**config.mk**
```make
export PLATFORM = sky130hd
export DESIGN_NAME = decskip_unit
export DESIGN_NICKNAME = d
export VERILOG_FILES = /design/src/rtl/decskip_pkg.sv /design/src/rtl/decskip_ctrl.sv /design/src/rtl/decskip_datapath.sv /design/src/rtl/decskip_unit.sv
export SDC_FILE = /design/constraint.sdc
export NUM_CORES = 1
export LEC_CHECK = 0
export BUFFER_PORTS_ARGS = -buffer_cell sky130_fd_sc_hd__clkbuf_2
export CORE_ASPECT_RATIO = 0.7
export CORE_UTILIZATION = 50
export CTS_BUF_LIST = sky130_fd_sc_hd__clkbuf_4 sky130_fd_sc_hd__clkbuf_8
export CTS_CLUSTER_DIAMETER = 200
export DETAILED_ROUTE_END_ITERATION = 8
export PLACE_DENSITY = 0.89
export REMOVE_ABC_BUFFERS = 1
export SYNTH_ARGS = -nofsm -noshare
export SYNTH_HDL_FRONTEND = slang
export SYNTH_SLANG_ARGS = --single-unit
```
**constraint.sdc**
```tcl
create_clock -name clk -period 4.85 [get_ports clk]
set_input_delay 0.97 -clock clk [delete_from_list [all_inputs] [get_ports clk]]
set_output_delay 0.97 -clock clk [all_outputs]
set_load 0.02 [all_outputs]
```
**src/rtl/decskip_pkg.sv**
```systemverilog
package decskip_pkg;

  typedef struct packed {
    logic readOp;
    logic calc;
    logic writeF;
    logic writeW;
  } dsStrobe_t;

  localparam logic [5:0] OPC_DEC_SZ  = 6'b001011;
  localparam logic [5:0] OPC_DEC_SNZ = 6'b010011;

  function automatic logic isTwoWord(input logic [15:0] word);
    return (word[15:12] == 4'hC) || (word[15:10] == 6'b111011);
  endfunction

endpackage

```
**src/rtl/decskip_ctrl.sv**
```systemverilog
module decskip_ctrl
  import decskip_pkg::*;
#(
  parameter int PC_W = 12
) (
  input  logic            clk,
  input  logic            rstN,
  input  logic [15:0]     progData,
  input  logic            resultZero,
  output logic [PC_W-1:0] progAddr,
  output logic [PC_W-1:0] execAddr,
  output logic            execNop,
  output logic [1:0]      phase,
  output logic [7:0]      regF,
  output logic            useBank,
  output dsStrobe_t       strobes
);

  localparam logic [1:0] PH_READ  = 2'd1;
  localparam logic [1:0] PH_CALC  = 2'd2;
  localparam logic [1:0] PH_WRITE = 2'd3;

  logic [1:0]      phaseQ;
  logic [PC_W-1:0] pcQ;
  logic [PC_W-1:0] execAddrQ;
  logic [15:0]     irQ;
  logic            nopQ;
  logic            secondPendQ;

  logic isDsz, isDsnz, active, toFile, skipNow, killNew;

  always_comb begin
    isDsz   = (irQ[15:10] == OPC_DEC_SZ);
    isDsnz  = (irQ[15:10] == OPC_DEC_SNZ);
    active  = !nopQ && (isDsz || isDsnz);
    toFile  = irQ[9];
    skipNow = active && (phaseQ == PH_WRITE) && (isDsz ? resultZero : !resultZero);
    killNew = skipNow || secondPendQ;
    strobes.readOp = active && (phaseQ == PH_READ);
    strobes.calc   = active && (phaseQ == PH_CALC);
    strobes.writeF = active && (phaseQ == PH_WRITE) && toFile;
    strobes.writeW = active && (phaseQ == PH_WRITE) && !toFile;
  end

  always_ff @(posedge clk) begin
    if (!rstN) begin
      phaseQ      <= 2'd0;
      pcQ         <= '0;
      execAddrQ   <= '0;
      irQ         <= 16'h0000;
      nopQ        <= 1'b1;
      secondPendQ <= 1'b0;
    end else begin
      phaseQ <= phaseQ + 2'd1;
      if (phaseQ == PH_WRITE) begin
        irQ         <= progData;
        execAddrQ   <= pcQ;
        pcQ         <= pcQ + PC_W'(2);
        nopQ        <= killNew;
        secondPendQ <= skipNow && isTwoWord(progData);
      end
    end
  end

  assign progAddr = pcQ;
  assign execAddr = execAddrQ;
  assign execNop  = nopQ;
  assign phase    = phaseQ;
  assign regF     = irQ[7:0];
  assign useBank  = irQ[8];

  assert_phase_step_R5: assert property (@(posedge clk) disable iff (!rstN)
    rstN |=> (phaseQ == $past(phaseQ) + 2'd1));

  assert_pc_step_R8: assert property (@(posedge clk) disable iff (!rstN)
    (phaseQ == PH_WRITE) |=> (pcQ == $past(pcQ) + PC_W'(2)));

  assert_strobe_onehot_R5: assert property (@(posedge clk) disable iff (!rstN)
    $onehot0(strobes));

endmodule

```
**src/rtl/decskip_datapath.sv**
```systemverilog
module decskip_datapath
  import decskip_pkg::*;
#(
  parameter int DATA_W = 8,
  parameter int BANK_W = 4,
  localparam int ADDR_W = BANK_W + 8
) (
  input  logic              clk,
  input  logic              rstN,
  input  dsStrobe_t         strobes,
  input  logic [7:0]        regF,
  input  logic              useBank,
  input  logic [BANK_W-1:0] bankSel,
  input  logic [DATA_W-1:0] dataRdata,
  output logic [ADDR_W-1:0] dataAddr,
  output logic [DATA_W-1:0] dataWdata,
  output logic              dataWe,
  output logic [DATA_W-1:0] wReg,
  output logic              resultZero
);

  logic [DATA_W-1:0] opndQ;
  logic [DATA_W-1:0] resultQ;
  logic [DATA_W-1:0] wRegQ;

  // The access window folds the top half of the register field onto the top of memory.
  always_comb begin
    if (useBank) dataAddr = {bankSel, regF};
    else         dataAddr = {{BANK_W{regF[7]}}, regF};
  end

  always_ff @(posedge clk) begin
    if (!rstN) begin
      opndQ   <= '0;
      resultQ <= '0;
      wRegQ   <= '0;
    end else begin
      if (strobes.readOp) opndQ   <= dataRdata;
      if (strobes.calc)   resultQ <= opndQ - DATA_W'(1);
      if (strobes.writeW) wRegQ   <= resultQ;
    end
  end

  assign resultZero = (resultQ == '0);
  assign dataWdata  = resultQ;
  assign dataWe     = strobes.writeF;
  assign wReg       = wRegQ;

  assert_w_update_R3: assert property (@(posedge clk) disable iff (!rstN)
    (wRegQ != $past(wRegQ)) |-> $past(strobes.writeW));

  assert_addr_stable_R4: assert property (@(posedge clk) disable iff (!rstN)
    dataWe |-> (dataAddr == $past(dataAddr, 2)));

endmodule

```
**src/rtl/decskip_unit.sv**
```systemverilog
module decskip_unit
  import decskip_pkg::*;
#(
  parameter int PC_W   = 12,
  parameter int DATA_W = 8,
  parameter int BANK_W = 4,
  localparam int ADDR_W = BANK_W + 8
) (
  input  logic              clk,
  input  logic              rstN,
  input  logic [BANK_W-1:0] bankSel,
  output logic [PC_W-1:0]   progAddr,
  input  logic [15:0]       progData,
  output logic [ADDR_W-1:0] dataAddr,
  input  logic [DATA_W-1:0] dataRdata,
  output logic              dataWe,
  output logic [DATA_W-1:0] dataWdata,
  output logic [DATA_W-1:0] wReg,
  output logic [1:0]        phase,
  output logic [PC_W-1:0]   execAddr,
  output logic              execNop
);

  dsStrobe_t  strobes;
  logic [7:0] regF;
  logic       useBank;
  logic       resultZero;

  decskip_ctrl #(.PC_W(PC_W)) ctrl_i (
    .clk(clk), .rstN(rstN), .progData(progData), .resultZero(resultZero),
    .progAddr(progAddr), .execAddr(execAddr), .execNop(execNop), .phase(phase),
    .regF(regF), .useBank(useBank), .strobes(strobes)
  );

  decskip_datapath #(.DATA_W(DATA_W), .BANK_W(BANK_W)) dp_i (
    .clk(clk), .rstN(rstN), .strobes(strobes), .regF(regF), .useBank(useBank),
    .bankSel(bankSel), .dataRdata(dataRdata), .dataAddr(dataAddr),
    .dataWdata(dataWdata), .dataWe(dataWe), .wReg(wReg), .resultZero(resultZero)
  );

  assert_nop_silent_R7: assert property (@(posedge clk) disable iff (!rstN)
    execNop |-> !dataWe);

endmodule

```
==> results.py <==
metrics = {
    "worst_setup_path": {
        "worstSetupEndpointType": "output port",
        "required_ns": 3.88,
        "crit_fanout": 38,
        "endpoint": "dataWe",
        "cp-startpoint": "ctrl_i.phase[0]$_SDFF_PN0_",
        "arrival_ns": 1.99,
        "reg2reg_slack_ns": 2.46,
        "cp-start-kind": "flip-flop",
        "reg2reg_from": "ctrl_i.phase[0]$_SDFF_PN0_",
        "critical_path_class": "flip-flop to output port",
        "r2r_cells": 6,
        "r2r-end": "dp_i.wReg[1]$_SDFFE_PN0P_",
    },
    "detailed_routing": {
        "routed_via_density": 5.065,
        "ant_nets": 0,
        "drt-total-wl_um": 5666,
        "drc": 0,
        "first_iter_violations": 95,
        "num_vias": 2244,
        "drt_first_pass_iters": 4,
        "wl_per_cell_um": 12.79,
    },
    "sta": {
        "fmax_mhz": 338.0,
        "setup_tns_ns": 0,
        "tightest_slew_ns": 0.7633,
        "setup_ws_ns": 1.892,
        "hold_ws_ns": 0.4956,
        "maxSlewHeadroom": 0.4873,
        "finalMaxSlewViolations": 0,
        "hold_violations": 0,
        "min_period_over_period": 0.6099,
        "finalClockSkew_ns": 0.004166,
        "rsz0062_at_grt": "no",
        "min_period_ns": 2.958,
        "setup_violations": 0,
    },
    "logic_synthesis": {
        "yosys_warnings": 0,
        "ys.flop_type": "dfxtp_1",
        "ys_ff_latch": 66,
        "ys_types": 37,
        "synth_edf_count": 0,
        "syn_avg_cell_area_um2": 9.734,
        "synth_area_leaders": "dfxtp_1, mux2i_1, nor2b_1",
        "yosys.area.top_type": "dfxtp_1",
        "syn_area_um2": 2872,
        "yosysMostFrequentCell": "dfxtp_1",
        "synth_top_cell_area_share": 0.4601,
        "seq_area_frac_synth": 0.4601,
        "ys_async_sr_fraction": 0,
        "synth_common_cells": "dfxtp_1, nor2b_1, mux2i_1",
        "synthCells": 295,
    },
    "global_routing": {
        "grt_overflow_total": 0,
        "grt_first_pass_wirelength_um": 9515,
        "grt_use_total": 0.2035,
        "grt_max_degree": 45,
        "grt_pass1_vias": 2094,
        "grt_antenna_before_repair": 0,
    },
    "clocking": {
        "cts_resized": 0,
        "htree_levels": 3,
        "clk_latency_ns": 0.33,
        "post_cts_buffers": 0,
        "clockRootBuffer": "clkbuf_8",
        "cts_tree": "yes",
        "cts-buffers-inserted": 9,
        "cts_hold_buffers": 0,
        "cts.sinks": 66,
        "clock_path_buffers": 2,
        "cts.clk_slew.worst_paths_ns": 0.06,
    },
    "power_and_ir_drop": {
        "p_sw_frac": 0.2133,
        "p_seq_frac": 0.507,
        "clockPowerShare": 0.429,
        "irDropWorstVdd_uv": 214.8,
        "p_switching_uw": 233.9,
        "p_int_uw": 862.8,
        "cellPowerDensity_nw_per_um2": 315.7,
        "p_leak_nw": 1.502,
        "combPwrFrac": 0.064,
    },
    "layout": {
        "num_antenna_cells": 0,
        "syn_to_final_growth_pct": 20.96,
        "nFillCells": 471,
        "drive_above_1_share": 0.2803,
        "finalNetCount": 402,
    },
    "placed_design": {
        "io_buffer_count": 83,
        "routabilityCongestion": 0.7796,
        "pre_cts_ws_ns": 2.236,
        "dp_hpwl_um": 4141,
    },
    "flow_run": {
        "cap_viol_max_count": 0,
    },
    "worst_hold_path": {
        "hold_start": "dp_i.opndQ[7]$_SDFFE_PN0P_",
        "hp-class": "flip-flop to flip-flop",
    },
    "floorplanning": {
        "pin_count": 86,
        "start_util": 0.5322,
        "coreArea_um2": 5395,
        "dieArea_um2": 6055,
        "row_count": 22,
        "die_x_um": 92.58,
        "dieHeight_um": 65.41,
    },
    "status": {
        "status": "complete, no violations",
    },
}
-- sequential cells by signal, indices dropped and copies added (netlist names) --
name	flops
ctrl_i.irQ	16
ctrl_i.execAddr	11
ctrl_i.progAddr	11
dp_i.dataWdata	8
dp_i.opndQ	8
dp_i.wReg	8
ctrl_i.phase	2
ctrl_i.execNop	1
ctrl_i.secondPendQ	1
-- area by class of cell --
| type | count | area, µm² | area share |
|---|---|---|---|
| multi-input combinational | 201 | 1409 | 0.4056 |
| sequential | 66 | 1321 | 0.3804 |
| timing repair buffer | 85 | 430.4 | 0.1239 |
| clock buffer | 13 | 172.7 | 0.04971 |
| tap | 72 | 90.09 | 0.02594 |
| clock inverter | 2 | 35.03 | 0.01009 |
| inverter | 4 | 15.01 | 0.004323 |
-- how the worst min path moves through the flow --
stage / endpoint / cells after the start
3_3_place_gp: ctrl_i.phase[0]$_SDFF_PN0_ / 1
6_report: dp_i.opndQ[7]$_SDFFE_PN0P_ / 2
3_5_place_dp: dp_i.opndQ[7]$_SDFFE_PN0P_ / 2
2_1_floorplan: ctrl_i.secondPendQ$_SDFFE_PN0N_ / 2
5_1_grt: dp_i.opndQ[6]$_SDFFE_PN0P_ / 2
4_1_cts: dp_i.opndQ[7]$_SDFFE_PN0P_ / 2
-- power by group through the flow --
stage                     clock network [mW]  logic, mW  registers, mW
final                                  0.470     0.0702          0.556
after CTS                              0.484     0.0711          0.556
after floorplan                            0     0.0345          0.573
after detailed placement                   0     0.0707          0.568
after global placement                     0     0.0694          0.567
after global routing                   0.515     0.0776          0.556
-- metal layers --
layer  vias up  global-route usage  wire [µm]
li1       1142                   -          -
met1      1031              0.2367       2608
met2        65              0.3528       2662
met3         6             0.06481        330
met4         0             0.07617         65
met5         -                   0          0
-- kinds of logic after synthesis --
group / Yosys count / share of synthesized area
buffers and inverters: 29 / 0.05141
and+or+nand+nor: 113 / 0.2279
AOI/OAI and AO/OA: 31 / 0.06885
other: 1 / 0.001306
xor gates and xnor gates: 13 / 0.03965
DFF: 66 / 0.4601
adders and majority gates: 5 / 0.02179
muxes: 37 / 0.1290
-- critical path, stage by stage, from the launching register on --
cell,delay (ns)
dfxtp_1,0.42
ha_2,0.21
buf_4,0.46
nand2_1,0.15
nor3b_1,0.22
clkbuf_2,0.20
-- cell usage in the layout, fill, tap and decap left out, drive strengths merged, types with 2 or more instances in the layout --
cell,synthesis,layout
a21oi,4,4
conb,1,2
buf,15,2
o211a,5,5
ha,5,5
o21ai,16,16
a21boi,3,3
xnor2,9,9
inv,4,4
nor3,2,2
nor3b,2,2
nor2b,38,38
nor4,2,2
nand3,10,10
or4,3,3
and2,8,8
nand4b,2,2
mux2i,37,37
xor2,4,4
nand2b,2,2
nor2,3,3
or3,3,3
clkbuf,10,96
dfxtp,66,66
nand4,4,4
nand2,29,29
-- per-stage QoR --
step / std cells / area (µm²) / util / power [mW]
final: 443 / 3473 / 0.6438 / 1.097
after global routing: 443 / 3473 / 0.6438 / 1.149
after CTS: 443 / 3473 / 0.6438 / 1.111
after detailed placement: 428 / 3266 / 0.6053 / 0.6388
after global placement: 428 / 3266 / 0.6053 / 0.6365
after floorplan: 271 / 2743 / - / 0.6071
No activity file was read; power rests on OpenSTA's default activity.
